==> src/rtl/park_pkg.sv <==
package park_pkg;
  typedef enum logic [1:0] {
    MODE_REAL = 2'b00,
    MODE_PROT = 2'b01,
    MODE_V86  = 2'b10
  } cpu_mode_e;

  typedef enum logic [1:0] {
    WAKE_NONE = 2'b00,
    WAKE_IRQ  = 2'b01,
    WAKE_NMI  = 2'b10
  } wake_cause_e;

  typedef struct packed {
    logic fault;
    logic trap;
    logic park;
  } verdict_t;
endpackage

==> src/rtl/park_check.sv <==
module park_check
  import park_pkg::*;
#(
  parameter int unsigned OPC_W = 8,
  parameter logic [OPC_W-1:0] OPC = 8'hF4,
  parameter int unsigned PL_W = 2
) (
  input  logic [OPC_W-1:0] opcode_i,
  input  logic             valid_i,
  input  logic [1:0]       mode_i,
  input  logic [PL_W-1:0]  cpl_i,
  input  logic             env_i,
  input  logic             busy_i,
  output verdict_t         verdict_o
);
  logic hit, priv_bad;

  assign hit      = valid_i && (opcode_i == OPC) && !busy_i;
  // only real-address mode skips the privilege check
  assign priv_bad = (mode_i != MODE_REAL) && (cpl_i != '0);

  always_comb begin
    verdict_o       = '0;
    verdict_o.fault = hit && priv_bad;
    verdict_o.trap  = hit && !priv_bad && env_i;
    verdict_o.park  = hit && !priv_bad && !env_i;
  end
endmodule

==> src/rtl/park_wake.sv <==
module park_wake
  import park_pkg::*;
#(
  parameter bit NMI_FIRST = 1'b1
) (
  input  logic        halted_i,
  input  logic        irq_i,
  input  logic        int_en_i,
  input  logic        nmi_i,
  output logic        wake_o,
  output wake_cause_e cause_o
);
  logic irq_ok;
  assign irq_ok = irq_i && int_en_i;
  assign wake_o = halted_i && (nmi_i || irq_ok);

  generate
    if (NMI_FIRST) begin : g_nmi_first
      always_comb begin
        cause_o = WAKE_NONE;
        if (halted_i) begin
          if (nmi_i)       cause_o = WAKE_NMI;
          else if (irq_ok) cause_o = WAKE_IRQ;
        end
      end
    end else begin : g_irq_first
      always_comb begin
        cause_o = WAKE_NONE;
        if (halted_i) begin
          if (irq_ok)     cause_o = WAKE_IRQ;
          else if (nmi_i) cause_o = WAKE_NMI;
        end
      end
    end
  endgenerate
endmodule

==> src/rtl/park_state.sv <==
module park_state
  import park_pkg::*;
#(
  parameter int unsigned AW = 32
) (
  input  logic          clk_i,
  input  logic          rst_ni,
  input  verdict_t      verdict_i,
  input  logic          wake_i,
  input  wake_cause_e   cause_i,
  input  logic [AW-1:0] next_ip_i,
  input  logic          irq_i,
  input  logic          int_en_i,
  input  logic          nmi_i,
  output logic          halted_o,
  output logic [AW-1:0] ret_ptr_o,
  output logic          fault_o,
  output logic          trap_o,
  output logic          wake_o,
  output wake_cause_e   cause_o
);
  logic halted_q;
  logic [AW-1:0] ret_q;

  always_ff @(posedge clk_i or negedge rst_ni) begin
    if (!rst_ni) begin
      halted_q <= 1'b0;
      ret_q    <= '0;
      fault_o  <= 1'b0;
      trap_o   <= 1'b0;
      wake_o   <= 1'b0;
      cause_o  <= WAKE_NONE;
    end else begin
      fault_o <= verdict_i.fault;
      trap_o  <= verdict_i.trap;
      wake_o  <= wake_i;
      cause_o <= wake_i ? cause_i : WAKE_NONE;
      if (verdict_i.park) begin
        halted_q <= 1'b1;
        ret_q    <= next_ip_i;
      end else if (wake_i) begin
        halted_q <= 1'b0;
      end
    end
  end

  assign halted_o  = halted_q;
  assign ret_ptr_o = ret_q;

  a_r6_masked_stays: assert property (@(posedge clk_i) disable iff (!rst_ni)
    (halted_q && irq_i && !int_en_i && !nmi_i) |=> halted_q);
  a_r8_nmi_wakes: assert property (@(posedge clk_i) disable iff (!rst_ni)
    (halted_q && nmi_i) |=> (!halted_q && wake_o && cause_o == WAKE_NMI));
  a_r7_irq_wakes: assert property (@(posedge clk_i) disable iff (!rst_ni)
    (halted_q && irq_i && int_en_i && !nmi_i) |=> (!halted_q && cause_o == WAKE_IRQ));
  a_r9_ptr_held: assert property (@(posedge clk_i) disable iff (!rst_ni)
    halted_q |=> $stable(ret_q));
  a_r5_no_fault_halted: assert property (@(posedge clk_i) disable iff (!rst_ni)
    halted_q |=> !(fault_o || trap_o));
endmodule

==> src/rtl/core_park_ctrl.sv <==
module core_park_ctrl
  import park_pkg::*;
#(
  parameter int unsigned AW    = 32,
  parameter int unsigned EW    = 16,
  parameter int unsigned OPC_W = 8,
  parameter logic [OPC_W-1:0] OPC = 8'hF4
) (
  input  logic             clk_i,
  input  logic             rst_ni,
  input  logic [OPC_W-1:0] opcode_i,
  input  logic             op_valid_i,
  input  logic [1:0]       mode_i,
  input  logic [1:0]       cpl_i,
  input  logic             icpt_env_i,
  input  logic             int_en_i,
  input  logic             irq_i,
  input  logic             nmi_i,
  input  logic [AW-1:0]    next_ip_i,
  output logic             halted_o,
  output logic             fetch_stall_o,
  output logic             gp_fault_o,
  output logic [EW-1:0]    gp_code_o,
  output logic             intercept_o,
  output logic [AW-1:0]    ret_ptr_o,
  output logic             wake_o,
  output logic [1:0]       wake_cause_o
);
  localparam logic [EW-1:0] FAULT_CODE = '0;

  verdict_t    verdict;
  logic        wake_req;
  wake_cause_e wake_sel, cause_q;
  logic        halted;

  park_check #(.OPC_W(OPC_W), .OPC(OPC), .PL_W(2)) u_check (
    .opcode_i (opcode_i),
    .valid_i  (op_valid_i),
    .mode_i   (mode_i),
    .cpl_i    (cpl_i),
    .env_i    (icpt_env_i),
    .busy_i   (halted),
    .verdict_o(verdict)
  );

  park_wake #(.NMI_FIRST(1'b1)) u_wake (
    .halted_i(halted),
    .irq_i   (irq_i),
    .int_en_i(int_en_i),
    .nmi_i   (nmi_i),
    .wake_o  (wake_req),
    .cause_o (wake_sel)
  );

  park_state #(.AW(AW)) u_state (
    .clk_i    (clk_i),
    .rst_ni   (rst_ni),
    .verdict_i(verdict),
    .wake_i   (wake_req),
    .cause_i  (wake_sel),
    .next_ip_i(next_ip_i),
    .irq_i    (irq_i),
    .int_en_i (int_en_i),
    .nmi_i    (nmi_i),
    .halted_o (halted),
    .ret_ptr_o(ret_ptr_o),
    .fault_o  (gp_fault_o),
    .trap_o   (intercept_o),
    .wake_o   (wake_o),
    .cause_o  (cause_q)
  );

  assign halted_o      = halted;
  assign fetch_stall_o = halted;
  assign gp_code_o     = FAULT_CODE;
  assign wake_cause_o  = cause_q;

  a_r11_one_strobe: assert property (@(posedge clk_i) disable iff (!rst_ni)
    $onehot0({gp_fault_o, intercept_o, wake_o}));
  a_r11_fault_pulse: assert property (@(posedge clk_i) disable iff (!rst_ni)
    gp_fault_o |=> !gp_fault_o);
  a_r11_trap_pulse: assert property (@(posedge clk_i) disable iff (!rst_ni)
    intercept_o |=> !intercept_o);
  a_r2_fault_not_halted: assert property (@(posedge clk_i) disable iff (!rst_ni)
    $rose(gp_fault_o) |-> !$rose(halted_o));
endmodule

==> config.mk <==
export PLATFORM = sky130hd
export DESIGN_NAME = core_park_ctrl
export DESIGN_NICKNAME = d
export VERILOG_FILES = /design/src/rtl/park_pkg.sv /design/src/rtl/park_check.sv /design/src/rtl/park_wake.sv /design/src/rtl/park_state.sv /design/src/rtl/core_park_ctrl.sv
export SDC_FILE = /design/constraint.sdc
export NUM_CORES = 1
export LEC_CHECK = 0
export ABC_AREA = 1
export ABC_CLOCK_PERIOD_IN_PS = 3600
export BUFFER_PORTS_ARGS = -buffer_cell sky130_fd_sc_hd__buf_2
export CAP_MARGIN = 20
export CORE_ASPECT_RATIO = 1.2
export CORE_UTILIZATION = 40
export DETAILED_ROUTE_END_ITERATION = 8
export GPL_TIMING_DRIVEN = 0
export PLACE_DENSITY_LB_ADDON = 0.1
export SLEW_MARGIN = 15
export SYNTH_ARGS = -nofsm -noshare
export SYNTH_HDL_FRONTEND = slang
export SYNTH_SLANG_ARGS = --single-unit
==> constraint.sdc <==
create_clock -name clk_i -period 3.6 [get_ports clk_i]
set_input_delay 0.72 -clock clk_i [delete_from_list [all_inputs] [get_ports clk_i]]
set_output_delay 0.72 -clock clk_i [all_outputs]
set_load 0.01 [all_outputs]
### After elaboration in Yosys (flattened, before gate mapping)

Cells that the tools add are included.

* bits in registers: 38
* input bits: 51
* output and inout bits: 55

* equality and inequality tests: 1
* mux-type cells: 6
* reductions and logical operators: 16

Operators by type and width (number)
* 1-bit logical AND: 9
* 8-bit equality test, second input constant: 1
* 2-bit 2-to-1 mux: 3
* 2-bit nonzero test: 3
* 1-bit logical NOT: 3
* 1-bit 2-to-1 mux: 3
* 1-bit logical OR: 1

### Longest topological paths before layout

* word-level depth: 6
* gate-level depth with buffers: 8
* depth with buffers taken out: 7

### Hierarchy

Synthesis repeated with hierarchy kept, for this count alone.

* cells, all modules: 194
* area, all modules: 1719.1 sq um

Modules (own cells, without submodules)
* park_state: instances 1, cells each 149, area an instance 1466.4 sq um, sequential area each 950.9 sq um
* core_park_ctrl: instances 1, cells each 18, area an instance 131.4 sq um, sequential area each 0.0 sq um
* park_check: instances 1, cells each 22, area an instance 93.8 sq um, sequential area each 0.0 sq um
* park_wake: instances 1, cells each 5, area an instance 27.5 sq um, sequential area each 0.0 sq um

### Least setup slack after synthesis

Ideal clock, no wire load.

* path type: input port to flip-flop
* start point: in opcode_i[1]
* end point: reg u_state.ret_q[15], in the netlist u_state.ret_ptr_o[15]
* setup time: 0.117 ns
* arrival time: 1.418 ns
* slack: 2.065 ns
* stages on the path: 7
* cells stage by stage: nor2_2 > inv_1 > nor2_1 > nand4_4 > buf_6 > nand2_1 > nand2_1

* word-level cells in the longest chain between the ends: 5

RTL lines
* start: declaration: line core_park_ctrl.sv:11 `input logic [OPC_W-1:0] opcode_i,`
* 8-bit equality test: line park_check.sv:18 `assign hit = valid_i && (opcode_i == OPC) && !busy_i;`
* 1-bit logical AND (2 in series): line park_check.sv:18
* 1-bit logical AND (2 in series): line park_check.sv:26 `verdict_o.park = hit && !priv_bad && !env_i;`
* end signal: assignment: line park_state.sv:40 `ret_q <= next_ip_i;`
* end: declaration: line park_state.sv:23 `logic [AW-1:0] ret_q;`

Every way passes these cells.
A chain may end at the register's enable or synchronous reset.

### Worst setup path in the final report

* start point: reg u_state.halted_q, in the netlist u_state.halted_o
* end point: out halted_o

RTL lines
* start: declaration: line park_state.sv:22 `logic halted_q;`
* start signal: assignment: line park_state.sv:27 `halted_q <= 1'b0;`
* start signal: assignment: line park_state.sv:39 `halted_q <= 1'b1;`
* start signal: assignment: line park_state.sv:42 `halted_q <= 1'b0;`
* end: declaration: line core_park_ctrl.sv:20 `output logic halted_o,`

No word-level cell between the ends.

==> metrics.md <==
| Metric | Value |
|---|---|
| Initial core utilization | 42.2% |
| Post-synthesis mux area share | 0% |
| Worst reg2reg path endpoint | u_state.ret_ptr_o[28]$_DFFE_PN0P_ |
| Setup slack, reg-to-reg | 2.29 ns |
| Avg Cell Area, Syn | 9.26 sq um |
| Post-Syn Instances | 196 |
| Maximum buffer depth of the clock tree | 2 |
| RR Startpoint | u_state.halted_o$_DFFE_PN0P_ |
| Power Density | 330 mW/mm^2 |
| Final-report setup violation count | 0 |
| Reg2Reg Depth | 7 |
| Largest family of logic cells by synthesized area | simple AND/OR/NAND/NOR gates |
| Slowest stage cell, crit path | dfrtp_1 |
| Buf/Inv on CP | 2 |
| Final ANT Viol Nets | 0 |
| Critical Path Stages | 2 |
| Std cell rows | 26 |
| Fin Hold WS | 0.465 ns |
| # resized after CTS | 0 |
| VDD IR max | 0.191 mV |
| Clock Skew | 0.00232 ns |
| Net count, final | 358 |
| Final wirelength | 4060 um |
| Slew at the pin with the worst max-slew slack | 0.841 ns |
| Post-Synth XOR/XNOR Area | 0% |
| TritonRoute pass-1 iters | 4 |
| CTS tree | built |
| Critical path origin | u_state.halted_o$_DFFE_PN0P_ |
| Total negative slack | 0 ns |
| Synth cell types | 18 |
| Synth Area in Compound Gates | 0.897% |
| I/O Pins | 106 |
| Final core occ | 57.5% |
| CP Launch Type | flip-flop |
| Synth Area in Simple Gates | 32.1% |
| Kind of critical path | reg -> out |
| Top delay family on crit path | flip-flops |
| Kind of end point of the critical path | primary output |
| Critical Path RT | 2.88 ns |
| Crit-path max cell delay | 0.45 ns |
| Inserted Clock Buffers | 5 |
| Clk_lat worst skew | 0.28 ns |
| Clk pin slew, worst setup/hold paths | 0.07 ns |
| CTS root buffer | clkbuf_8 |
| Min-delay worst type | reg -> reg |
| Vias in the first global route | 1461 |
| Synth Area in Adders | 0% |
| Final min period | 1.73 ns |
| Share of cells above drive strength 1 | 43.5% |
| Gpl congestion | 0.718 |
| Reg power frac | 53.5% |
| Crit path to | halted_o |
| GRT Residual Overflow | 0 |
| Yosys warns | 0 |
| Placement Setup Slack | 1.86 ns |
| Post-synthesis cell area | 0.00181 sq mm |
| Core area | 0.00429 sq mm |
| Full die area | 0.00481 sq mm |
| Tcrit/Tclk final | 48.0% |
| Final hold vios | 0 |
| Setup repair bufs after CTS | 0 |
| CP Max Fanout | 6 |
| Total number of vias | 1641 |
| Layout Area Growth over Synthesis | 36.1% |
| IO Port Bufs | 89 |
| Max Freq | 0.579 GHz |
| Vias per std cell | 4.53 |
| Largest net degree at the start of global routing | 39 |
| All-Layer GR Usage | 18.1% |
| Logic gate share of total power | 12.2% |
| Internal | 0.624 mW |
| RSZ-0062 raised after global routing | no |
| Status | finished, final reports clean |
| Switching power | 0.191 mW |
| Sw Ratio | 23.5% |
| Final worst setup slack | 1.87 ns |
| CP Cell Sequence | buf_4 > buf_2 |
| CTS Sinks | 38 |
| DRC violations left | 0 |
| Initial antenna violation count | 0 |
| Max-slew violations | 0 |
| Die height | 75.8 um |
| Leakage power | 1.56 nW |
| First-pass GRT wire length | 6730 um |
| Hpwl dp | 3040 um |
| Data arrival, critical path | 1.01 ns |
| Antenna Cells | 0 |
| Wire per inst | 11.2 um |
| MaxCap Viol Count | 0 |
| Die W | 63.5 um |
| Clock power share | 34.4% |
| FF+latch count, synth | 38 |
| DRT iter0 DRCs | 111 |
| Slew HR | 43.9% |
| H-tree Lvls | 2 |
| Post-CTS Hold Fix Bufs | 0 |
| Post-synthesis sequential area ratio | 52.4% |
==> worst reg2reg max path: cells and delay by family (launching register included) <==
family,cells,cell delay [ns]
buffers and inverters,1,0.19
flip-flops,1,0.45
AND/OR/NAND/NOR,6,0.57
==> flip-flops by register name, indices dropped and copies added, names as in the netlist <==
name,cells
u_state.cause_o,2
u_state.wake_o,1
u_state.halted_o,1
u_state.ret_ptr_o,32
u_state.fault_o,1
u_state.trap_o,1
==> cells in the mapped netlist, drive strengths merged <==
| cell type | count | area share [%] |
|---|---|---|
| inv | 8 | 1.7 |
| dfrtp | 38 | 52 |
| nor2 | 7 | 3.0 |
| buf | 29 | 13 |
| nor3 | 1 | 0.28 |
| nand4 | 33 | 12 |
| clkinv | 1 | 0.21 |
| nand2 | 73 | 15 |
| o21ai | 1 | 0.90 |
| conb | 1 | 0.21 |
| nand3 | 4 | 1.4 |
==> power groups by stage <==
stage | logic (mW) | registers (mW) | clock network (mW)
after floorplan | 0.0477 | 0.447 | 0
after global placement | 0.0999 | 0.444 | 0
after detailed placement | 0.100 | 0.444 | 0
after CTS | 0.100 | 0.436 | 0.291
after global routing | 0.111 | 0.436 | 0.309
final | 0.0992 | 0.436 | 0.280
==> metal layers <==
layer / GRT usage [%] / share of wire [%]
met2: 31.6 / 51
met1: 21.4 / 41
met3: 5.39 / 6.7
met5: 0 / 0
met4: 6.06 / 1.3
==> final cells by class <==
cell class	instances	area (sq um)
sequential	38	951
timing repair buffer	89	445
inverter	9	33.8
buffer	29	228
tap	56	70.1
fill	446	1830
clock buffer	6	82.6
multi-input combinational	135	658
==> cell usage in the layout (no fill, tap or decap), drive strengths merged <==
cell type	netlist	routed
buf	29	118
clkbuf	0	6
clkinv	1	1
conb	1	16
dfrtp	38	38
inv	8	8
nand2	73	73
nand3	4	4
nand4	33	33
nor2	7	7
nor3	1	1
o21ai	1	1
==> through the flow <==
stage / cell area, sq um / power, mW / cells
after floorplan: 1870 / 0.494 / 211
after global placement: 2390 / 0.543 / 356
after detailed placement: 2390 / 0.544 / 356
after CTS: 2470 / 0.827 / 362
after global routing: 2470 / 0.856 / 362
final: 2470 / 0.815 / 362
==> kinds of logic (layout without fill, tap and decap cells) <==
kind of cell / Yosys count / after routing
AND/OR/NAND/NOR: 118 / 118
buffers and inverters: 38 / 133
flip-flops: 38 / 38
other: 1 / 16
AO/OA/AOI/OAI: 1 / 1
==> how the worst min path moves through the flow <==
stage	from	to	slack, ns	cells past startpoint
final	u_state.ret_ptr_o[3]$_DFFE_PN0P_	u_state.ret_ptr_o[3]$_DFFE_PN0P_	0.46	2
after global routing	u_state.ret_ptr_o[7]$_DFFE_PN0P_	u_state.ret_ptr_o[7]$_DFFE_PN0P_	0.49	2
after CTS	u_state.ret_ptr_o[7]$_DFFE_PN0P_	u_state.ret_ptr_o[7]$_DFFE_PN0P_	0.47	2
after detailed placement	u_state.ret_ptr_o[7]$_DFFE_PN0P_	u_state.ret_ptr_o[7]$_DFFE_PN0P_	0.45	2
after global placement	u_state.ret_ptr_o[1]$_DFFE_PN0P_	u_state.ret_ptr_o[1]$_DFFE_PN0P_	0.45	2
after floorplan	rst_ni	u_state.cause_o[0]$_DFF_PN0_	0.42	0
(Power assumes the default switching activity.)
